<file path="src/rtl/tlb_stage_pkg.sv">
package tlb_stage_pkg;

    localparam int WORD_W    = 32;
    localparam int MASK_W    = 18;
    localparam int VPN_W     = 21;
    localparam int ASID_W    = 8;
    localparam int PFN_W     = 26;
    localparam int CA_W      = 3;
    localparam int SH_W      = 5;
    localparam int OFF_W     = 28;
    localparam int MASK_LSB  = 11;
    localparam int PFN_LSB   = 6;
    localparam int NUM_SIZES = MASK_W / 2 + 1;
    localparam int BASE_SH   = 10;

    typedef struct packed {
        logic [PFN_W-1:0] pfn;
        logic [CA_W-1:0]  ca;
        logic             dirty;
        logic             valid;
    } half_t;

    typedef struct packed {
        logic [MASK_W-1:0] mask;
        logic [VPN_W-1:0]  vpn;
        logic [ASID_W-1:0] asid;
        half_t [1:0]       half;
        logic              glob;
        logic [SH_W-1:0]   shift;
        logic [OFF_W-1:0]  offmask;
    } entry_t;

    typedef enum logic [1:0] {
        OP_IDLE   = 2'b00,
        OP_WR_IDX = 2'b01,
        OP_WR_RND = 2'b10,
        OP_RD_IDX = 2'b11
    } op_e;

    typedef enum logic [2:0] {
        SEL_PMASK = 3'd0,
        SEL_EHI   = 3'd1,
        SEL_ELO0  = 3'd2,
        SEL_ELO1  = 3'd3,
        SEL_INDEX = 3'd4
    } sel_e;

endpackage

</file>
<file path="src/rtl/tlb_stage_pack.sv">
module tlb_stage_pack
    import tlb_stage_pkg::*;
(
    input  logic [WORD_W-1:0] pagemask_i,
    input  logic [WORD_W-1:0] entryhi_i,
    input  logic [WORD_W-1:0] entrylo0_i,
    input  logic [WORD_W-1:0] entrylo1_i,
    input  logic              sp_enable_i,
    input  logic              sp_capable_i,
    output entry_t            ent_o,
    output logic              ok_o
);

    logic [WORD_W-1:0] lo_w [2];
    half_t [1:0]       half_w;
    logic              coarse_w;
    logic [MASK_W-1:0] mask_w;
    logic [VPN_W-1:0]  vpn_w;
    logic [SH_W-1:0]   sh_w;
    logic [OFF_W:0]    off_w;

    assign lo_w[0] = entrylo0_i;
    assign lo_w[1] = entrylo1_i;

    for (genvar h = 0; h < 2; h++) begin : g_half
        assign half_w[h].pfn   = lo_w[h][WORD_W-1:PFN_LSB];
        assign half_w[h].ca    = lo_w[h][5:3];
        assign half_w[h].dirty = lo_w[h][2];
        assign half_w[h].valid = lo_w[h][1];
    end

    always_comb begin
        coarse_w = !(sp_enable_i && sp_capable_i);
        mask_w   = pagemask_i[MASK_LSB +: MASK_W];
        vpn_w    = entryhi_i[WORD_W-1:MASK_LSB];
        if (coarse_w) begin
            mask_w[1:0] = 2'b11;
            vpn_w[1:0]  = 2'b00;
        end
        ok_o = 1'b0;
        sh_w = '0;
        for (int k = 0; k < NUM_SIZES; k++) begin
            if (mask_w == MASK_W'((1 << (2 * k)) - 1)) begin
                ok_o = 1'b1;
                sh_w = SH_W'(BASE_SH + 2 * k);
            end
        end
        off_w = ((OFF_W+1)'(1) << sh_w) - (OFF_W+1)'(1);
    end

    always_comb begin
        ent_o.mask    = mask_w;
        ent_o.vpn     = vpn_w;
        ent_o.asid    = entryhi_i[ASID_W-1:0];
        ent_o.half    = half_w;
        ent_o.glob    = entrylo0_i[0] & entrylo1_i[0];
        ent_o.shift   = sh_w;
        ent_o.offmask = off_w[OFF_W-1:0];
    end

endmodule

</file>
<file path="src/rtl/tlb_stage_unpack.sv">
module tlb_stage_unpack
    import tlb_stage_pkg::*;
(
    input  entry_t            ent_i,
    output logic [WORD_W-1:0] pagemask_o,
    output logic [WORD_W-1:0] entryhi_o,
    output logic [WORD_W-1:0] entrylo0_o,
    output logic [WORD_W-1:0] entrylo1_o
);

    logic [WORD_W-1:0] lo_w [2];

    for (genvar h = 0; h < 2; h++) begin : g_half
        assign lo_w[h] = {ent_i.half[h].pfn, ent_i.half[h].ca,
                          ent_i.half[h].dirty, ent_i.half[h].valid, ent_i.glob};
    end

    assign pagemask_o = {{(WORD_W-MASK_W-MASK_LSB){1'b0}}, ent_i.mask, {MASK_LSB{1'b0}}};
    assign entryhi_o  = {ent_i.vpn, {(MASK_LSB-ASID_W){1'b0}}, ent_i.asid};
    assign entrylo0_o = lo_w[0];
    assign entrylo1_o = lo_w[1];

endmodule

</file>
<file path="src/rtl/tlb_stage_victim.sv">
module tlb_stage_victim #(
    parameter int ENTRIES = 16,
    localparam int IDX_W  = $clog2(ENTRIES)
) (
    input  logic             clk,
    input  logic             rst_n,
    output logic [IDX_W-1:0] slot_o
);

    localparam logic [IDX_W-1:0] TOP = IDX_W'(ENTRIES - 1);

    logic [IDX_W-1:0] cnt_d, cnt_q;

    always_comb begin
        cnt_d = (cnt_q == '0) ? TOP : cnt_q - 1'b1;
    end

    always_ff @(posedge clk or negedge rst_n) begin
        if (!rst_n) cnt_q <= TOP;
        else        cnt_q <= cnt_d;
    end

    assign slot_o = cnt_q;


    wrap_to_top_chk: assert property (@(posedge clk) disable iff (!rst_n)
        (slot_o == '0) |=> (slot_o == TOP));


    count_down_chk: assert property (@(posedge clk) disable iff (!rst_n)
        (slot_o != '0) |=> (slot_o == $past(slot_o) - 1'b1));

endmodule

</file>
<file path="src/rtl/tlb_stage_array.sv">
module tlb_stage_array
    import tlb_stage_pkg::*;
#(
    parameter int ENTRIES = 16,
    localparam int IDX_W  = $clog2(ENTRIES)
) (
    input  logic              clk,
    input  logic              rst_n,
    input  logic              cfg_we_i,
    input  logic [2:0]        cfg_sel_i,
    input  logic [31:0]       cfg_wdata_i,
    input  logic [1:0]        op_i,
    input  logic              sp_enable_i,
    input  logic              sp_capable_i,
    output logic [31:0]       pagemask_o,
    output logic [31:0]       entryhi_o,
    output logic [31:0]       entrylo0_o,
    output logic [31:0]       entrylo1_o,
    output logic [31:0]       index_o,
    output logic              err_o,
    output logic [IDX_W-1:0]  rnd_slot_o,
    output logic [4:0]        rd_shift_o,
    output logic [27:0]       rd_offmask_o
);

    typedef struct packed {
        logic [WORD_W-1:0] pmask;
        logic [WORD_W-1:0] ehi;
        logic [WORD_W-1:0] elo0;
        logic [WORD_W-1:0] elo1;
        logic [WORD_W-1:0] index;
        logic              err;
        logic [SH_W-1:0]   rd_shift;
        logic [OFF_W-1:0]  rd_off;
    } stage_t;

    stage_t st_d, st_q;
    entry_t tbl_q [ENTRIES];

    op_e               op_w;
    entry_t            pk_ent;
    logic              pk_ok;
    entry_t            rd_ent;
    logic [WORD_W-1:0] up_pm, up_eh, up_lo0, up_lo1;
    logic [WORD_W-1:0] ptr_w;
    logic [IDX_W-1:0]  ptr_slot;
    logic [IDX_W-1:0]  vic_slot;
    logic              wr_en;
    logic [IDX_W-1:0]  wr_slot;
    logic              is_wr;

    assign op_w     = op_e'(op_i);
    assign ptr_w    = st_q.index & 32'h7FFF_FFFF;
    assign ptr_slot = ptr_w[IDX_W-1:0];
    assign rd_ent   = tbl_q[ptr_slot];
    assign is_wr    = (op_w == OP_WR_IDX) || (op_w == OP_WR_RND);

    tlb_stage_pack u_pack (
        .pagemask_i   (st_q.pmask),
        .entryhi_i    (st_q.ehi),
        .entrylo0_i   (st_q.elo0),
        .entrylo1_i   (st_q.elo1),
        .sp_enable_i  (sp_enable_i),
        .sp_capable_i (sp_capable_i),
        .ent_o        (pk_ent),
        .ok_o         (pk_ok)
    );

    tlb_stage_unpack u_unpack (
        .ent_i      (rd_ent),
        .pagemask_o (up_pm),
        .entryhi_o  (up_eh),
        .entrylo0_o (up_lo0),
        .entrylo1_o (up_lo1)
    );

    tlb_stage_victim #(.ENTRIES(ENTRIES)) u_victim (
        .clk    (clk),
        .rst_n  (rst_n),
        .slot_o (vic_slot)
    );

    always_comb begin
        st_d    = st_q;
        wr_en   = 1'b0;
        wr_slot = (op_w == OP_WR_RND) ? vic_slot : ptr_slot;
        if (cfg_we_i) begin
            case (cfg_sel_i)
                SEL_PMASK: st_d.pmask = cfg_wdata_i;
                SEL_EHI:   st_d.ehi   = cfg_wdata_i;
                SEL_ELO0:  st_d.elo0  = cfg_wdata_i;
                SEL_ELO1:  st_d.elo1  = cfg_wdata_i;
                SEL_INDEX: st_d.index = cfg_wdata_i;
                default: ;
            endcase
        end
        case (op_w)
            OP_WR_IDX, OP_WR_RND: begin
                wr_en    = pk_ok;
                st_d.err = !pk_ok;
            end
            OP_RD_IDX: begin
                st_d.pmask    = up_pm;
                st_d.ehi      = up_eh;
                st_d.elo0     = up_lo0;
                st_d.elo1     = up_lo1;
                st_d.rd_shift = rd_ent.shift;
                st_d.rd_off   = rd_ent.offmask;
            end
            default: ;
        endcase
    end

    always_ff @(posedge clk or negedge rst_n) begin
        if (!rst_n) st_q <= '0;
        else        st_q <= st_d;
    end

    always_ff @(posedge clk or negedge rst_n) begin
        if (!rst_n) begin
            for (int i = 0; i < ENTRIES; i++) tbl_q[i] <= '0;
        end else if (wr_en) begin
            tbl_q[wr_slot] <= pk_ent;
        end
    end

    assign pagemask_o   = st_q.pmask;
    assign entryhi_o    = st_q.ehi;
    assign entrylo0_o   = st_q.elo0;
    assign entrylo1_o   = st_q.elo1;
    assign index_o      = st_q.index;
    assign err_o        = st_q.err;
    assign rnd_slot_o   = vic_slot;
    assign rd_shift_o   = st_q.rd_shift;
    assign rd_offmask_o = st_q.rd_off;


    bad_mask_flag_chk: assert property (@(posedge clk) disable iff (!rst_n)
        (is_wr && !pk_ok) |=> err_o);


    good_mask_clear_chk: assert property (@(posedge clk) disable iff (!rst_n)
        (is_wr && pk_ok) |=> !err_o);


    coarse_force_chk: assert property (@(posedge clk) disable iff (!rst_n)
        (is_wr && !(sp_enable_i && sp_capable_i))
            |-> (pk_ent.mask[1:0] == 2'b11 && pk_ent.vpn[1:0] == 2'b00));


    shift_range_chk: assert property (@(posedge clk) disable iff (!rst_n)
        (is_wr && pk_ok) |-> (pk_ent.shift >= 5'd10 && pk_ent.shift <= 5'd28 && !pk_ent.shift[0]));


    read_zero_fields_chk: assert property (@(posedge clk) disable iff (!rst_n)
        (op_w == OP_RD_IDX) |=> (pagemask_o[10:0] == '0 && entryhi_o[10:8] == '0));


    read_glob_match_chk: assert property (@(posedge clk) disable iff (!rst_n)
        (op_w == OP_RD_IDX) |=> (entrylo0_o[0] == entrylo1_o[0]));

endmodule

</file>
<file path="config.mk">
export PLATFORM = sky130hd
export DESIGN_NAME = tlb_stage_array
export DESIGN_NICKNAME = d
export VERILOG_FILES = /design/src/rtl/tlb_stage_pkg.sv /design/src/rtl/tlb_stage_pack.sv /design/src/rtl/tlb_stage_unpack.sv /design/src/rtl/tlb_stage_victim.sv /design/src/rtl/tlb_stage_array.sv
export SDC_FILE = /design/constraint.sdc
export NUM_CORES = 2
export LEC_CHECK = 0
export ABC_AREA = 1
export BUFFER_PORTS_ARGS = -buffer_cell sky130_fd_sc_hd__buf_4
export CAP_MARGIN = 5
export CORE_MARGIN = 10
export CORE_UTILIZATION = 30
export DETAILED_ROUTE_END_ITERATION = 8
export PLACE_DENSITY = 0.51
export RECOVER_POWER = 25
export SLEW_MARGIN = 30
export SYNTH_ARGS = -nofsm -noshare
export SYNTH_HDL_FRONTEND = slang
export SYNTH_SLANG_ARGS = --single-unit
export TNS_END_PERCENT = 1
</file>
<file path="constraint.sdc">
create_clock -name clk -period 7.9 [get_ports clk]
set_input_delay 1.185 -clock clk [delete_from_list [all_inputs] [get_ports clk]]
set_output_delay 1.185 -clock clk [all_outputs]
set_load 0.1 [all_outputs]
</file>
# Word-level counts from Yosys, hierarchy flattened
# Cells that the tools add are included.
# W data, S select, Z words.
word_totals:
  word_cells: 313
  regBits: 2486
  output_inout_bits: 198
  in_bits: 42
op_classes:
  bitwise_logic: 3
  reduce_logical: 17
  shifts: 1
  addsub: 2
  eq_ne: 16
  magnitude_cmp: 3
  muxes: 38
ops:
  columns: ["operator", "count"]
  rows:
  - ["$bwmux W2288", 1]
  - ["$bmux W143 S4", 1]
  - ["$demux W143 S4", 1]
  - ["$mux W143", 3]
  - ["$mux W160", 1]
  - ["$mux W32", 5]
  - ["$mux W128", 1]
  - ["$mux W5", 7]
  - ["$shl A1 B5 Y28 const A", 1]
  - ["$sub A28 B2 Y28 const B", 1]
  - ["$mux W4", 5]
  - ["$eq A18 B10 Y1 const B", 1]
  - ["$eq A18 B12 Y1 const B", 1]
  - ["$eq A18 B14 Y1 const B", 1]
  - ["$eq A18 B16 Y1 const B", 1]
  - ["$eq A18 B18 Y1 const B", 1]
  - ["$eq A18 B2 Y1 const B", 1]
  - ["$eq A18 B4 Y1 const B", 1]
  - ["$eq A18 B6 Y1 const B", 1]
  - ["$eq A18 B8 Y1 const B", 1]
  - ["$logic_not A18 Y1", 1]
  - ["$mux W1", 11]
  - ["$ge A5 B5 Y1 const B", 2]
  - ["$not A4 Y5", 2]
  - ["other kinds (16)", 28]

# Depth between registers and ports, before layout
depth:
  depth_word: 16
  depth_mapped: 21
  depth_no_buf: 18

# By module
# A second synthesis with hierarchy kept.
unflattened:
  cells_unflattened: 13795
  area_unflattened_um2: 113281.1
modules_own_cells:
  columns: ["mod", "area_per_inst_um2", "cells_per_inst", "n_inst", "seq_area_each_um2"]
  rows:
  - ["tlb_stage_array", 110637.4, 13401, 1, 62109.6]
  - ["tlb_stage_pack", 1502.7, 247, 1, 0.0]
  - ["tlb_stage_unpack", 964.7, 129, 1, 0.0]
  - ["tlb_stage_victim", 176.4, 18, 1, 105.1]

# Worst setup path before layout
# OpenSTA, ideal clock, no wires.
synth_path:
  path_kind: "input-to-reg"
  from: "in sp_capable_i"
  to: "reg tbl_q[1454] (netlist name)"
  path_stages: 15
  t_required_ps: 7834
  path_slack_ps: 4240
  setup_ps: 66
  arrival_time_ps: 3595
  path_buffers: 3
  cell_sequence: "nand3_2 -> nand3_2 -> nor2_4 -> nand3_4 -> inv_4 -> nor2_2 -> nand3_4 -> buf_6 -> ha_1 -> clkbuf_1 -> nand3_1 -> a21oi_1 -> clkbuf_1 -> nand2_1 -> nand2_1"
synth_between:
  elab_chain_cells: 16
  word_cells_on_any_way: 36
  cone_classes: "add/sub: 1; eq/ne: 9; shift: 1; mux: 23; reduce/logical: 2"
synth_lines:
  columns: ["element", "line", "rtl"]
  rows:
  - ["from (decl)", "tlb_stage_array.sv:14", "input logic sp_capable_i,"]
  - ["$logic_and A1 B1 Y1 (*)", "tlb_stage_pack.sv:33", "coarse_w = !(sp_enable_i && sp_capable_i);"]
  - ["$mux W2 (*)", "tlb_stage_pack.sv:36", "if (coarse_w) begin"]
  - ["$logic_not A18 Y1", "tlb_stage_pack.sv:43", "if (mask_w == MASK_W'((1 << (2 * k)) - 1)) begin"]
  - ["$mux W4 (3 in a row)", "tlb_stage_pack.sv:43", null]
  - ["$mux W5 (7 in a row)", "tlb_stage_pack.sv:43", null]
  - ["$shl A1 B5 Y28", "tlb_stage_pack.sv:48", "off_w = ((OFF_W+1)'(1) << sh_w) - (OFF_W+1)'(1);"]
  - ["$sub A28 B2 Y28", "tlb_stage_pack.sv:48", null]
  - ["$bwmux W2288", "tlb_stage_array.sv:123", "tbl_q[wr_slot] <= pk_ent;"]
  - ["to (signal, indexed assignment)", "tlb_stage_array.sv:123", null]
  - ["to (decl)", "tlb_stage_array.sv:38", "entry_t tbl_q [ENTRIES];"]
# Mark *: on every way between the ends. The rest lies on a longest branch, timed or not.
# A chain may end at the register's enable or synchronous reset.

==> summary.txt <==
Logic synthesis
  – Syn. warnings: 0
  – Synth Instances: 13600
  – Count of different cell masters after synthesis: 45
  – Post-Syn Area per Cell: 8.22 um2
  – Post-synthesis cell area: 111000 um2
  – Mapped Nets: 13600
  – Fraction of the yosys area taken by sequential cells: 0.551
  – Seq cells post-synth: 2452

Clocking
  – CTS H-tree depth: 5
  – Cts hold-fix bufs: 0
  – Clock sinks: 2452
  – Clk pin slew, worst setup/hold paths: 0.06 ns
  – Clk Latency, worst-skew pair: 0.91 ns
  – TritonCTS Buffers: 286
  – Root Driver: clkbuf_16
  – Post-CTS Setup Inserts: 0
  – CTS tree: done
  – Clock buffer depth: 4
  – # resized after CTS: 0

Timing
  – Max-slew violations: 881
  – Total Negative Setup Slacks: 0 ns
  – Final Skew: 0.0378 ns
  – Tcrit/Tclk final: 0.767
  – Max Clock Freq: 165 MHz
  – Final Hold Viols: 0
  – Final worst setup slack: 1.84 ns
  – Slew HR: -2.14
  – Endpoints failing setup: 0
  – Post-route minimum period: 6.06 ns
  – Worst Max-Slew Pin Slew: 4.71 ns
  – RSZ-0062 raised after global routing: no

Die
  – Die W: 629 um
  – CORE AREA: 369000 um2
  – Starting Density: 0.302
  – Die Span Y: 629 um
  – Ports: 240
  – Die ar.: 396000 um2
  – Rows: 223

Route
  – DRC viols: 0
  – Total wire length: 411000 um
  – Vias: 91800
  – Antenna Nets Post-Route: 0
  – DR iter-0 viols: 9458
  – First-pass DRT Iterations: 6
  – Routed len/inst: 22.5 um
  – Vias per inst: 5.03

Worst setup path
  – R2r startpoint: pagemask_o[27]
  – CP required: 7.78 ns
  – Cell count of the worst reg-to-reg path: 18
  – Critical path class: in -> async
  – Worst setup SP type: input port
  – R2R Setup Slk: 2.28 ns
  – Worst R2R End: tbl_q[1593]
  – CP endpoint kind: async pin
  – CP arrival: 5.94 ns
  – Crit path max fanout: 100

Placed design
  – Port buffer count: 238
  – DP Worst Slack: 2.18 ns
  – Post-DP HPWL: 225000 um
  – GPL Wtd Cong: 0.786

Pwr
  – Combinational share of power: 0.212
  – Sequential share of power: 0.398
  – PwrDens: 277 nW/um2
  – Peak VDD IR: 170 uV
  – Leak: 60.2 nW
  – Switching share of power: 0.349
  – Proportion of power drawn by the clock network: 0.390
  – Reported net switching power: 12.2 mW
  – Int Power: 22.6 mW

Global routing
  – Vias in the first global route: 89800
  – Antenna violations before repair: 22
  – First-pass GRT wire length: 614000 um
  – Largest net degree at the start of global routing: 210
  – GR Overflow Total: 0
  – GRT Util Overall: 0.201

Status
  – Status: complete, but fails checks
  – Failing checks: max-capacitance violations, max-slew violations

Final layout
  – Fill count: 38800
  – Share of cells above drive strength 1: 0.0743
  – Final nets: 13100
  – Area delta synth->final: 12.6%

Job
  – Max cap viols: 17

Hold path
  – Worst Hold Class: in -> async
-- Yosys cell counts (all sizes together) --
| cell type | n | area, um2 |
|---|---|---|
| o221ai | 36 | 315 |
| o31ai | 3 | 22.5 |
| a31oi | 13 | 81.3 |
| clkinv | 9 | 33.8 |
| o21ai | 2715 | 13600 |
| and3 | 1 | 6.26 |
| o211ai | 404 | 3030 |
| o22ai | 59 | 369 |
| xnor2 | 1 | 8.76 |
| ha | 5 | 62.6 |
| a221oi | 1 | 8.76 |
| a21oi | 632 | 3160 |
| o21bai | 5 | 37.5 |
| conb | 2 | 7.51 |
| nor3 | 2 | 10.0 |
| dfrtp | 2448 | 61300 |
| nand3 | 402 | 2070 |
| buf | 469 | 2930 |
| o21a | 2 | 15.0 |
| clkbuf | 720 | 2700 |
| nor2 | 523 | 2130 |
| nand4 | 9 | 56.3 |
| or2 | 46 | 288 |
| mux2 | 18 | 203 |
| nand2 | 4054 | 15200 |
| o311ai | 7 | 61.3 |
| dfstp | 4 | 105 |
| inv | 959 | 3600 |
| nor4 | 1 | 6.26 |
| a211oi | 3 | 22.5 |
-- cell families (layout without fill, tap and decap cells) --
group	Yosys count	after routing	share of synthesized area
and+or+nand+nor	5038	5038	0.178
AOI/OAI and AO/OA	3880	3880	0.186
DFF	2452	2452	0.551
buffers and inverters	2157	1895	0.0832
muxes	18	18	0.00182
adders and majority gates	5	5	0.000561
other	2	15	0.0000674
xor gates and xnor gates	1	1	0.0000786
-- placed cells by master, fill, tap and decap left out, types with 81 or more instances in the layout --
cell	Yosys	routed
buf_4	198	365
clkbuf_1	720	81
o21ai_1	124	124
nor2_1	506	498
nand2_1	4049	4042
o211ai_1	404	404
dfrtp_1	2448	2444
inv_1	942	938
clkbuf_16	0	292
o21ai_0	2591	2591
nand3_1	393	389
a21oi_1	632	632
-- layer usage --
metal  wire [um]  up-vias  global-route usage
met3       23900      616              0.0278
met5          57        -                   0
met1      178000    45400               0.268
li1            -    43000                   -
met2      193000     2736               0.334
met4       15500        8              0.0697
-- state kept, by name (all words and copies together) (netlist names) --
signal / flops
entryhi_o: 32
entrylo0_o: 32
entrylo1_o: 32
err_o: 1
index_o: 32
pagemask_o: 32
rd_offmask_o: 27
rd_shift_o: 4
tbl_q: 2256
u_victim.slot_o: 4
-- worst max-delay path, cell delays in order --
cell and delay, ns:
buf_16 0.36, buf_12 0.53, clkdlybuf4s25_1 3.55
-- worst max-delay path by stage --
stage                               from          end  slack, ns  cells past startpoint
after CTS                 pagemask_o[27]  tbl_q[1593]       2.34                     18
after detailed placement     sp_enable_i  tbl_q[1736]       2.18                     19
final                              rst_n   tbl_q[147]       1.84                      3
after global placement       sp_enable_i   tbl_q[449]       2.40                     19
after floorplan             sp_capable_i  tbl_q[1454]       4.24                     15
after global routing               rst_n   tbl_q[151]       0.85                      3
-- layout make-up --
| type | count | area [um2] | area share |
|---|---|---|---|
| inverters | 968 | 3700 | 0.0295 |
| well taps | 4950 | 6190 | 0.0494 |
| diodes | 13 | 32.5 | 0.000259 |
| clock inverters | 76 | 1040 | 0.00829 |
| flip-flops and latches | 2452 | 61400 | 0.489 |
| repair buffers | 432 | 3780 | 0.0301 |
| clock buffers | 419 | 8420 | 0.0671 |
| multi-input cells | 8944 | 40900 | 0.326 |
-- power by group through the flow --
| stage | logic, mW | clock network (mW) | registers [mW] |
|---|---|---|---|
| 2_1_floorplan | 4.73 | 0 | 14.2 |
| 3_5_place_dp | 7.45 | 0 | 14.1 |
| 5_1_grt | 8.02 | 14.3 | 13.9 |
| 3_3_place_gp | 7.45 | 0 | 14.1 |
| 6_report | 7.39 | 13.6 | 13.8 |
| 4_1_cts | 7.47 | 13.8 | 13.9 |
-- per-stage QoR --
| stage | cell area [um2] | power [mW] | std cells | util | hold slack, ns |
|---|---|---|---|---|---|
| after floorplan | 111000 | 18.9 | 13600 | - | 0.418 |
| after global placement | 116000 | 21.5 | 17700 | 0.314 | 0.430 |
| after detailed placement | 116000 | 21.5 | 17700 | 0.314 | 0.438 |
| after CTS | 125000 | 35.1 | 18200 | 0.340 | 0.225 |
| after global routing | 125000 | 36.3 | 18200 | 0.340 | 0.272 |
| final | 125000 | 34.8 | 18300 | 0.340 | 0.245 |
No activity file was read; power rests on OpenSTA's default activity.
